## src/rtl/txq_pkg.sv

```systemverilog
package txq_pkg;

  typedef enum logic {
    MODE_RING  = 1'b0,
    MODE_QUEUE = 1'b1
  } txq_mode_e;

  // Bit positions inside the packed status word
  localparam int ST_FULL_BIT = 21;
  localparam int ST_PUT_LSB  = 16;
  localparam int ST_GET_LSB  = 8;
  localparam int ST_FREE_LSB = 0;

endpackage

```

## src/rtl/txq_ring_ptr.sv

```systemverilog
module txq_ring_ptr #(
  parameter int IDX_W = 5,
  parameter int LVL_W = 6
) (
  input  logic             clk,
  input  logic             rst,
  input  logic             init,
  input  logic             active,
  input  logic             add,
  input  logic             done,
  input  logic [IDX_W-1:0] done_idx,
  input  logic [LVL_W-1:0] ded,
  input  logic [LVL_W-1:0] size,
  output logic [IDX_W-1:0] put_n,
  output logic [IDX_W-1:0] get_n,
  output logic [LVL_W-1:0] fill_n,
  output logic             full_n
);

  logic [IDX_W-1:0] put_q, get_q;
  logic [LVL_W-1:0] fill_q;
  logic [LVL_W:0]   last;
  logic [IDX_W-1:0] first;
  logic             do_add, do_get;

  function automatic logic [IDX_W-1:0] advance(input logic [IDX_W-1:0] p,
                                               input logic [LVL_W:0]   lst,
                                               input logic [IDX_W-1:0] fst);
    if ((LVL_W+1)'(p) == lst) return fst;
    return IDX_W'(p + 1);
  endfunction

  always_comb begin
    last   = (LVL_W+1)'(ded) + (LVL_W+1)'(size) - (LVL_W+1)'(1);
    first  = ded[IDX_W-1:0];
    do_add = active && add && (fill_q != size);
    do_get = active && done && (fill_q != '0) && (done_idx == get_q);
    if (init) begin
      put_n  = first;
      get_n  = first;
      fill_n = '0;
    end else begin
      put_n  = do_add ? advance(put_q, last, first) : put_q;
      get_n  = do_get ? advance(get_q, last, first) : get_q;
      fill_n = fill_q + LVL_W'(do_add) - LVL_W'(do_get);
    end
    full_n = (fill_n == size);
  end

  always_ff @(posedge clk) begin
    if (rst) begin
      put_q  <= '0;
      get_q  <= '0;
      fill_q <= '0;
    end else begin
      put_q  <= put_n;
      get_q  <= get_n;
      fill_q <= fill_n;
    end
  end

endmodule

```

## src/rtl/txq_queue_map.sv

```systemverilog
module txq_queue_map #(
  parameter int NBUF  = 32,
  parameter int IDX_W = 5,
  parameter int LVL_W = 6
) (
  input  logic             clk,
  input  logic             rst,
  input  logic             init,
  input  logic             active,
  input  logic             add,
  input  logic             done,
  input  logic [IDX_W-1:0] done_idx,
  input  logic [LVL_W-1:0] ded,
  input  logic [LVL_W-1:0] size,
  output logic [IDX_W-1:0] put_n,
  output logic             full_n
);

  logic [NBUF-1:0]  pend_q, pend_n;
  logic [IDX_W-1:0] cur_idx;
  logic             cur_ok, nxt_ok;
  logic [LVL_W:0]   lo_x, hi_x, didx_x;

  // Lowest section buffer with no pending frame: {found, index}
  function automatic logic [IDX_W:0] lowest_free(input logic [NBUF-1:0] m,
                                                 input logic [LVL_W:0]  lo,
                                                 input logic [LVL_W:0]  hi);
    logic [IDX_W:0] r;
    r = {1'b0, lo[IDX_W-1:0]};
    for (int i = NBUF - 1; i >= 0; i--) begin
      if (((LVL_W+1)'(i) >= lo) && ((LVL_W+1)'(i) < hi) && !m[i]) begin
        r = {1'b1, IDX_W'(i)};
      end
    end
    return r;
  endfunction

  always_comb begin
    lo_x   = (LVL_W+1)'(ded);
    hi_x   = (LVL_W+1)'(ded) + (LVL_W+1)'(size);
    didx_x = (LVL_W+1)'(done_idx);
    {cur_ok, cur_idx} = lowest_free(pend_q, lo_x, hi_x);
    pend_n = pend_q;
    if (init) begin
      pend_n = '0;
    end else if (active) begin
      if (done && (didx_x >= lo_x) && (didx_x < hi_x)) pend_n[done_idx] = 1'b0;
      if (add && cur_ok) pend_n[cur_idx] = 1'b1;
    end
    {nxt_ok, put_n} = lowest_free(pend_n, lo_x, hi_x);
    full_n = !nxt_ok;
  end

  always_ff @(posedge clk) begin
    if (rst) pend_q <= '0;
    else     pend_q <= pend_n;
  end

endmodule

```

## src/rtl/txq_status_reg.sv

```systemverilog
module txq_status_reg
  import txq_pkg::*;
#(
  parameter int IDX_W  = 5,
  parameter int LVL_W  = 6,
  parameter int STAT_W = 32
) (
  input  logic              clk,
  input  logic              rst,
  input  txq_mode_e         mode,
  input  logic [IDX_W-1:0]  put_n,
  input  logic [IDX_W-1:0]  get_n,
  input  logic [LVL_W-1:0]  free_n,
  input  logic              full_n,
  output logic [IDX_W-1:0]  put_idx,
  output logic [IDX_W-1:0]  get_idx,
  output logic [LVL_W-1:0]  free_lvl,
  output logic              full,
  output logic [STAT_W-1:0] status
);

  logic [IDX_W-1:0]  get_v;
  logic [LVL_W-1:0]  free_v;
  logic [STAT_W-1:0] word_v;

  always_comb begin
    get_v  = (mode == MODE_QUEUE) ? '0 : get_n;
    free_v = (mode == MODE_QUEUE) ? '0 : free_n;
    word_v = '0;
    word_v[ST_FULL_BIT]                   = full_n;
    word_v[ST_PUT_LSB  +: IDX_W]          = put_n;
    word_v[ST_GET_LSB  +: IDX_W]          = get_v;
    word_v[ST_FREE_LSB +: LVL_W]          = free_v;
  end

  always_ff @(posedge clk) begin
    if (rst) begin
      put_idx  <= '0;
      get_idx  <= '0;
      free_lvl <= '0;
      full     <= 1'b0;
      status   <= '0;
    end else begin
      put_idx  <= put_n;
      get_idx  <= get_v;
      free_lvl <= free_v;
      full     <= full_n;
      status   <= word_v;
    end
  end

endmodule

```

## src/rtl/txq_index_mgr.sv

```systemverilog
module txq_index_mgr
  import txq_pkg::*;
#(
  parameter int NBUF   = 32,
  parameter int IDX_W  = $clog2(NBUF),
  parameter int LVL_W  = IDX_W + 1,
  parameter int STAT_W = 32
) (
  input  logic              clk,
  input  logic              rst,
  input  logic [LVL_W-1:0]  cfg_ded,
  input  logic [LVL_W-1:0]  cfg_size,
  input  logic              cfg_queue,
  input  logic              add_stb,
  input  logic              done_stb,
  input  logic [IDX_W-1:0]  done_idx,
  output logic [IDX_W-1:0]  put_idx,
  output logic [IDX_W-1:0]  get_idx,
  output logic [LVL_W-1:0]  free_lvl,
  output logic              full,
  output logic [STAT_W-1:0] status
);

  localparam int CFG_W = 2 * LVL_W + 1;

  txq_mode_e        mode;
  logic [CFG_W-1:0] cfg_now, cfg_q;
  logic             cfg_vld;
  logic             init;

  logic [IDX_W-1:0] r_put, r_get, q_put;
  logic [LVL_W-1:0] r_fill;
  logic             r_full, q_full;

  logic [IDX_W-1:0] put_n;
  logic [LVL_W-1:0] free_n;
  logic             full_n;

  assign mode    = cfg_queue ? MODE_QUEUE : MODE_RING;
  assign cfg_now = {cfg_queue, cfg_ded, cfg_size};
  assign init    = !cfg_vld || (cfg_now != cfg_q);

  always_ff @(posedge clk) begin
    if (rst) begin
      cfg_q   <= '0;
      cfg_vld <= 1'b0;
    end else begin
      cfg_q   <= cfg_now;
      cfg_vld <= 1'b1;
    end
  end

  txq_ring_ptr #(.IDX_W(IDX_W), .LVL_W(LVL_W)) u_ring (
    .clk      (clk),
    .rst      (rst),
    .init     (init),
    .active   (mode == MODE_RING),
    .add      (add_stb),
    .done     (done_stb),
    .done_idx (done_idx),
    .ded      (cfg_ded),
    .size     (cfg_size),
    .put_n    (r_put),
    .get_n    (r_get),
    .fill_n   (r_fill),
    .full_n   (r_full)
  );

  txq_queue_map #(.NBUF(NBUF), .IDX_W(IDX_W), .LVL_W(LVL_W)) u_queue (
    .clk      (clk),
    .rst      (rst),
    .init     (init),
    .active   (mode == MODE_QUEUE),
    .add      (add_stb),
    .done     (done_stb),
    .done_idx (done_idx),
    .ded      (cfg_ded),
    .size     (cfg_size),
    .put_n    (q_put),
    .full_n   (q_full)
  );

  always_comb begin
    if (mode == MODE_QUEUE) begin
      put_n  = q_put;
      full_n = q_full;
    end else begin
      put_n  = r_put;
      full_n = r_full;
    end
    free_n = cfg_size - r_fill;
  end

  txq_status_reg #(.IDX_W(IDX_W), .LVL_W(LVL_W), .STAT_W(STAT_W)) u_stat (
    .clk      (clk),
    .rst      (rst),
    .mode     (mode),
    .put_n    (put_n),
    .get_n    (r_get),
    .free_n   (free_n),
    .full_n   (full_n),
    .put_idx  (put_idx),
    .get_idx  (get_idx),
    .free_lvl (free_lvl),
    .full     (full),
    .status   (status)
  );

endmodule

```

## config.mk

```make
export PLATFORM = sky130hd
export DESIGN_NAME = txq_index_mgr
export DESIGN_NICKNAME = d
export VERILOG_FILES = /design/src/rtl/txq_pkg.sv /design/src/rtl/txq_ring_ptr.sv /design/src/rtl/txq_queue_map.sv /design/src/rtl/txq_status_reg.sv /design/src/rtl/txq_index_mgr.sv
export SDC_FILE = /design/constraint.sdc
export NUM_CORES = 1
export LEC_CHECK = 0
export ABC_AREA = 1
export BUFFER_PORTS_ARGS = -buffer_cell sky130_fd_sc_hd__clkbuf_2
export CAP_MARGIN = 25
export CORE_ASPECT_RATIO = 1.5
export CORE_UTILIZATION = 45
export CTS_BUF_LIST = sky130_fd_sc_hd__clkbuf_4 sky130_fd_sc_hd__clkbuf_8 sky130_fd_sc_hd__clkbuf_16
export CTS_CLUSTER_SIZE = 20
export DETAILED_ROUTE_END_ITERATION = 10
export MAX_ROUTING_LAYER = met4
export PLACE_DENSITY = 0.71
export REMOVE_ABC_BUFFERS = 1
export SYNTH_ARGS = -nofsm -noshare
export SYNTH_HDL_FRONTEND = slang
export SYNTH_SLANG_ARGS = --single-unit
```

## constraint.sdc

```tcl
create_clock -name clk -period 12 [get_ports clk]
set_input_delay 2.4 -clock clk [delete_from_list [all_inputs] [get_ports clk]]
set_output_delay 2.4 -clock clk [all_outputs]
set_load 0.02 [all_outputs]
```

==> impl_metrics.env <==
export IMPL_synth_flop_cell="dfxtp_1"
export IMPL_power_frac_seq=0.332
export IMPL_synth_edff_count=0
export IMPL_peakVddDrop_v=0.0000806
export IMPL_crit_required_ns=12.29
export IMPL_core_area_sq_mm=0.0146
export IMPL_io_buffers=55
export IMPL_grt_setup_unrepaired="false"
export IMPL_drive_above_1_share=0.111
export IMPL_die_w_um=102
export IMPL_grt_pass1_vias=7290
export IMPL_ys_ff_latch=79
export IMPL_grt_use_total=0.334
export IMPL_clkPwrFrac=0.325
export IMPL_finalInstanceArea_sq_mm=0.00734
export IMPL_fp_dieH_um=152
export IMPL_ctsHoldBuffers=0
export IMPL_setup_worst_path_start_class="input port"
export IMPL_dp_hpwl_um=18800
export IMPL_p_sw_mw=0.323
export IMPL_clk_latency_ns=0.35
export IMPL_swShare=0.390
export IMPL_drtIter0Drc=581
export IMPL_pre_cts_ws_ns=3.98
export IMPL_cts_inserted_buffers=9
export IMPL_holdCritStartpoint="u_queue.pend_q[15]$_SDFF_PP0_"
export IMPL_path_buf_inv=3
export IMPL_final_cell_mix="nand2_1, nor2_1, inv_1"
export IMPL_status="finished clean"
export IMPL_fmax_ghz=0.128
export IMPL_routed_wl_um=24200
export IMPL_async_flop_share=0
export IMPL_grt_pass1_wl_um=38000
export IMPL_grt_max_degree=64
export IMPL_finalWorstSetupSlack_ns=4.21
export IMPL_rr_startpoint="cfg_q[6]$_SDFF_PP0_"
export IMPL_power_leakage_nw=3.43
export IMPL_seq_area_frac_synth=0.234
export IMPL_syn_cell_area_sq_mm=0.00676
export IMPL_combPwrFrac=0.343
export IMPL_drt_pass1_iter_count=6
export IMPL_arrival_ns=8.08
export IMPL_max_slew_margin_rel=0.523
export IMPL_power_density_mw_per_mm2=113
export IMPL_wl_per_cell_um=18.2
export IMPL_cpMaxStageDelayCell="fa_1"
export IMPL_antenna_found_initial=0
export IMPL_netlist_instances=1097
export IMPL_fin_nets=1183
export IMPL_cts_root_buffer="clkbuf_16"
export IMPL_drv_cap=0
export IMPL_crit_path_max_incr_delay_ns=0.44
export IMPL_post_route_util=0.503
export IMPL_place_area_sq_mm=0.00705
export IMPL_start_util=0.463
export IMPL_period_share=0.649
export IMPL_internal_power_mw=0.506
export IMPL_cts_setup_buffers=0
export IMPL_worstSetupPathType="in2reg"
export IMPL_drc=0
export IMPL_syn_to_final_growth_pct=8.51
export IMPL_synth_distinct_cells=54
export IMPL_p_total_mw=0.830
export IMPL_worst_pin_slew_ns=0.715
export IMPL_cts_num_sinks=79
export IMPL_cts_tree="yes"
export IMPL_globalRouteOverflowTotal=0
export IMPL_crit_family="simple AND/OR/NAND/NOR gates"
export IMPL_crit_start="cfg_ded[0]"
export IMPL_final_antenna_net_count=0
export IMPL_ys_warn_count=0
export IMPL_ctsHtreeMaxLevel=3
export IMPL_final_common_cell="nand2_1"
export IMPL_die_area_sq_mm=0.0155
export IMPL_setup_violations=0
export IMPL_cts_max_path_buffers=2
export IMPL_viasPerCell=5.65
export IMPL_worstHoldPathType="reg2reg"
export IMPL_syn_area_per_cell_sq_um=6.16
export IMPL_fin_skew_ns=0.00571
export IMPL_fp_row_count=54
export IMPL_hold_viol=0
export IMPL_worst_path_max_fanout=8
export IMPL_antenna_cells=0
export IMPL_finalCriticalPeriod_ns=7.79
export IMPL_finalMaxSlewViolations=0
export IMPL_vias=7496
export IMPL_setup_tns_ns=0
export IMPL_cts_resized=0
export IMPL_crit_path_end_kind="flip-flop"
export IMPL_io_pins=71
export IMPL_finalWeightedCongestion=1.07
export IMPL_path_common_cell="nand2_1"
export IMPL_clk_pin_slew_ns=0.06
export IMPL_r2r_slack_ns=7.44
[sequential cells by signal, summed over array words and instances, names as in the netlist]
name / cells
cfg_q: 13
cfg_vld: 1
u_queue.pend_q: 32
u_ring.fill_q: 6
u_ring.get_q: 5
u_ring.put_q: 5
u_stat.status: 17
[per-layer routing]
layer,global-route usage,up-vias,share of wire
li1,-,3616,-
met1,0.355,3364,0.36
met5,-,-,0
met4,0.239,0,0.076
met2,0.543,389,0.49
met3,0.0656,127,0.073
[through the flow]
step           hold slack [ns]  cells
6_report                 0.588   1327
5_1_grt                  0.627   1327
4_1_cts                  0.587   1327
3_5_place_dp             0.574   1311
3_3_place_gp             0.566   1311
2_1_floorplan            0.526   1054
[synth_stat cells (2+ instances only)]
library cell / n / area share
buf_4: 33 / 0.037
o2111ai_1: 5 / 0.0065
nor3_1: 25 / 0.019
ha_1: 32 / 0.059
nand3_1: 48 / 0.036
nor2_1: 174 / 0.097
nand4_1: 10 / 0.0093
a31oi_1: 10 / 0.0093
o22ai_1: 20 / 0.019
a221oi_1: 5 / 0.0065
o211ai_1: 22 / 0.024
nand2_1: 259 / 0.14
o21ai_1: 7 / 0.0052
clkinv_1: 7 / 0.0039
nand3b_1: 4 / 0.0044
inv_2: 11 / 0.0061
o32ai_1: 3 / 0.0039
a21boi_0: 3 / 0.0033
nand2_4: 5 / 0.0083
nor2_4: 2 / 0.0033
fa_1: 3 / 0.0089
or2_2: 7 / 0.0065
o21ai_2: 2 / 0.0026
o31ai_1: 17 / 0.019
dfxtp_1: 79 / 0.23
nor2_2: 5 / 0.0046
nand2_2: 8 / 0.0074
o21bai_1: 3 / 0.0033
o21ai_0: 51 / 0.038
inv_1: 130 / 0.072
a21oi_1: 35 / 0.026
a211oi_1: 8 / 0.0089
xor2_1: 16 / 0.021
xnor2_1: 4 / 0.0052
o21a_1: 4 / 0.0044
clkbuf_1: 22 / 0.012
[worst register-to-register path: cells and delay by family, from the launching register on]
kind	cells	cell delay [ns]
buffers and inverters	2	0.97
AOI/OAI and AO/OA	1	0.07
DFF	1	0.31
and+or+nand+nor	39	3.13
[power by group through the flow]
stage	Sequential (mW)	Clock [mW]	Combinational (mW)
3_3_place_gp	0.281	0	0.278
6_report	0.276	0.270	0.284
5_1_grt	0.276	0.287	0.312
2_1_floorplan	0.289	0	0.183
3_5_place_dp	0.281	0	0.278
4_1_cts	0.276	0.273	0.279
[path summary, 6_finish.rpt]
check / to / cells past startpoint
worst max register to register: u_stat.status[16]$_SDFF_PP0_ / 42
worst min-delay path: u_queue.pend_q[15]$_SDFF_PP0_ / 4
worst min register to register: u_queue.pend_q[15]$_SDFF_PP0_ / 4
worst max-delay path: u_stat.status[16]$_SDFF_PP0_ / 74
[cell families (layout without fill, tap and decap cells)]
kind of cell	count (synthesis)	count (layout)	synth area share
AO/OA/AOI/OAI	201	201	0.187
XOR/XNOR	20	20	0.0259
adder cells (fa/ha/maj)	35	35	0.0681
buffers and inverters	206	226	0.133
flip-flops	79	79	0.234
other	1	15	0.000555
AND/OR/NAND/NOR	555	555	0.351
[final cells by class]
cell class / instances / area [sq um]
inverter: 149 / 562
clock inverter: 4 / 30.0
fill: 1563 / 7260
sequential: 79 / 1580
clock buffer: 12 / 260
multi-input combinational: 826 / 4340
tap: 196 / 245
timing repair buffer: 61 / 320
No activity file was read; power rests on OpenSTA's default activity.
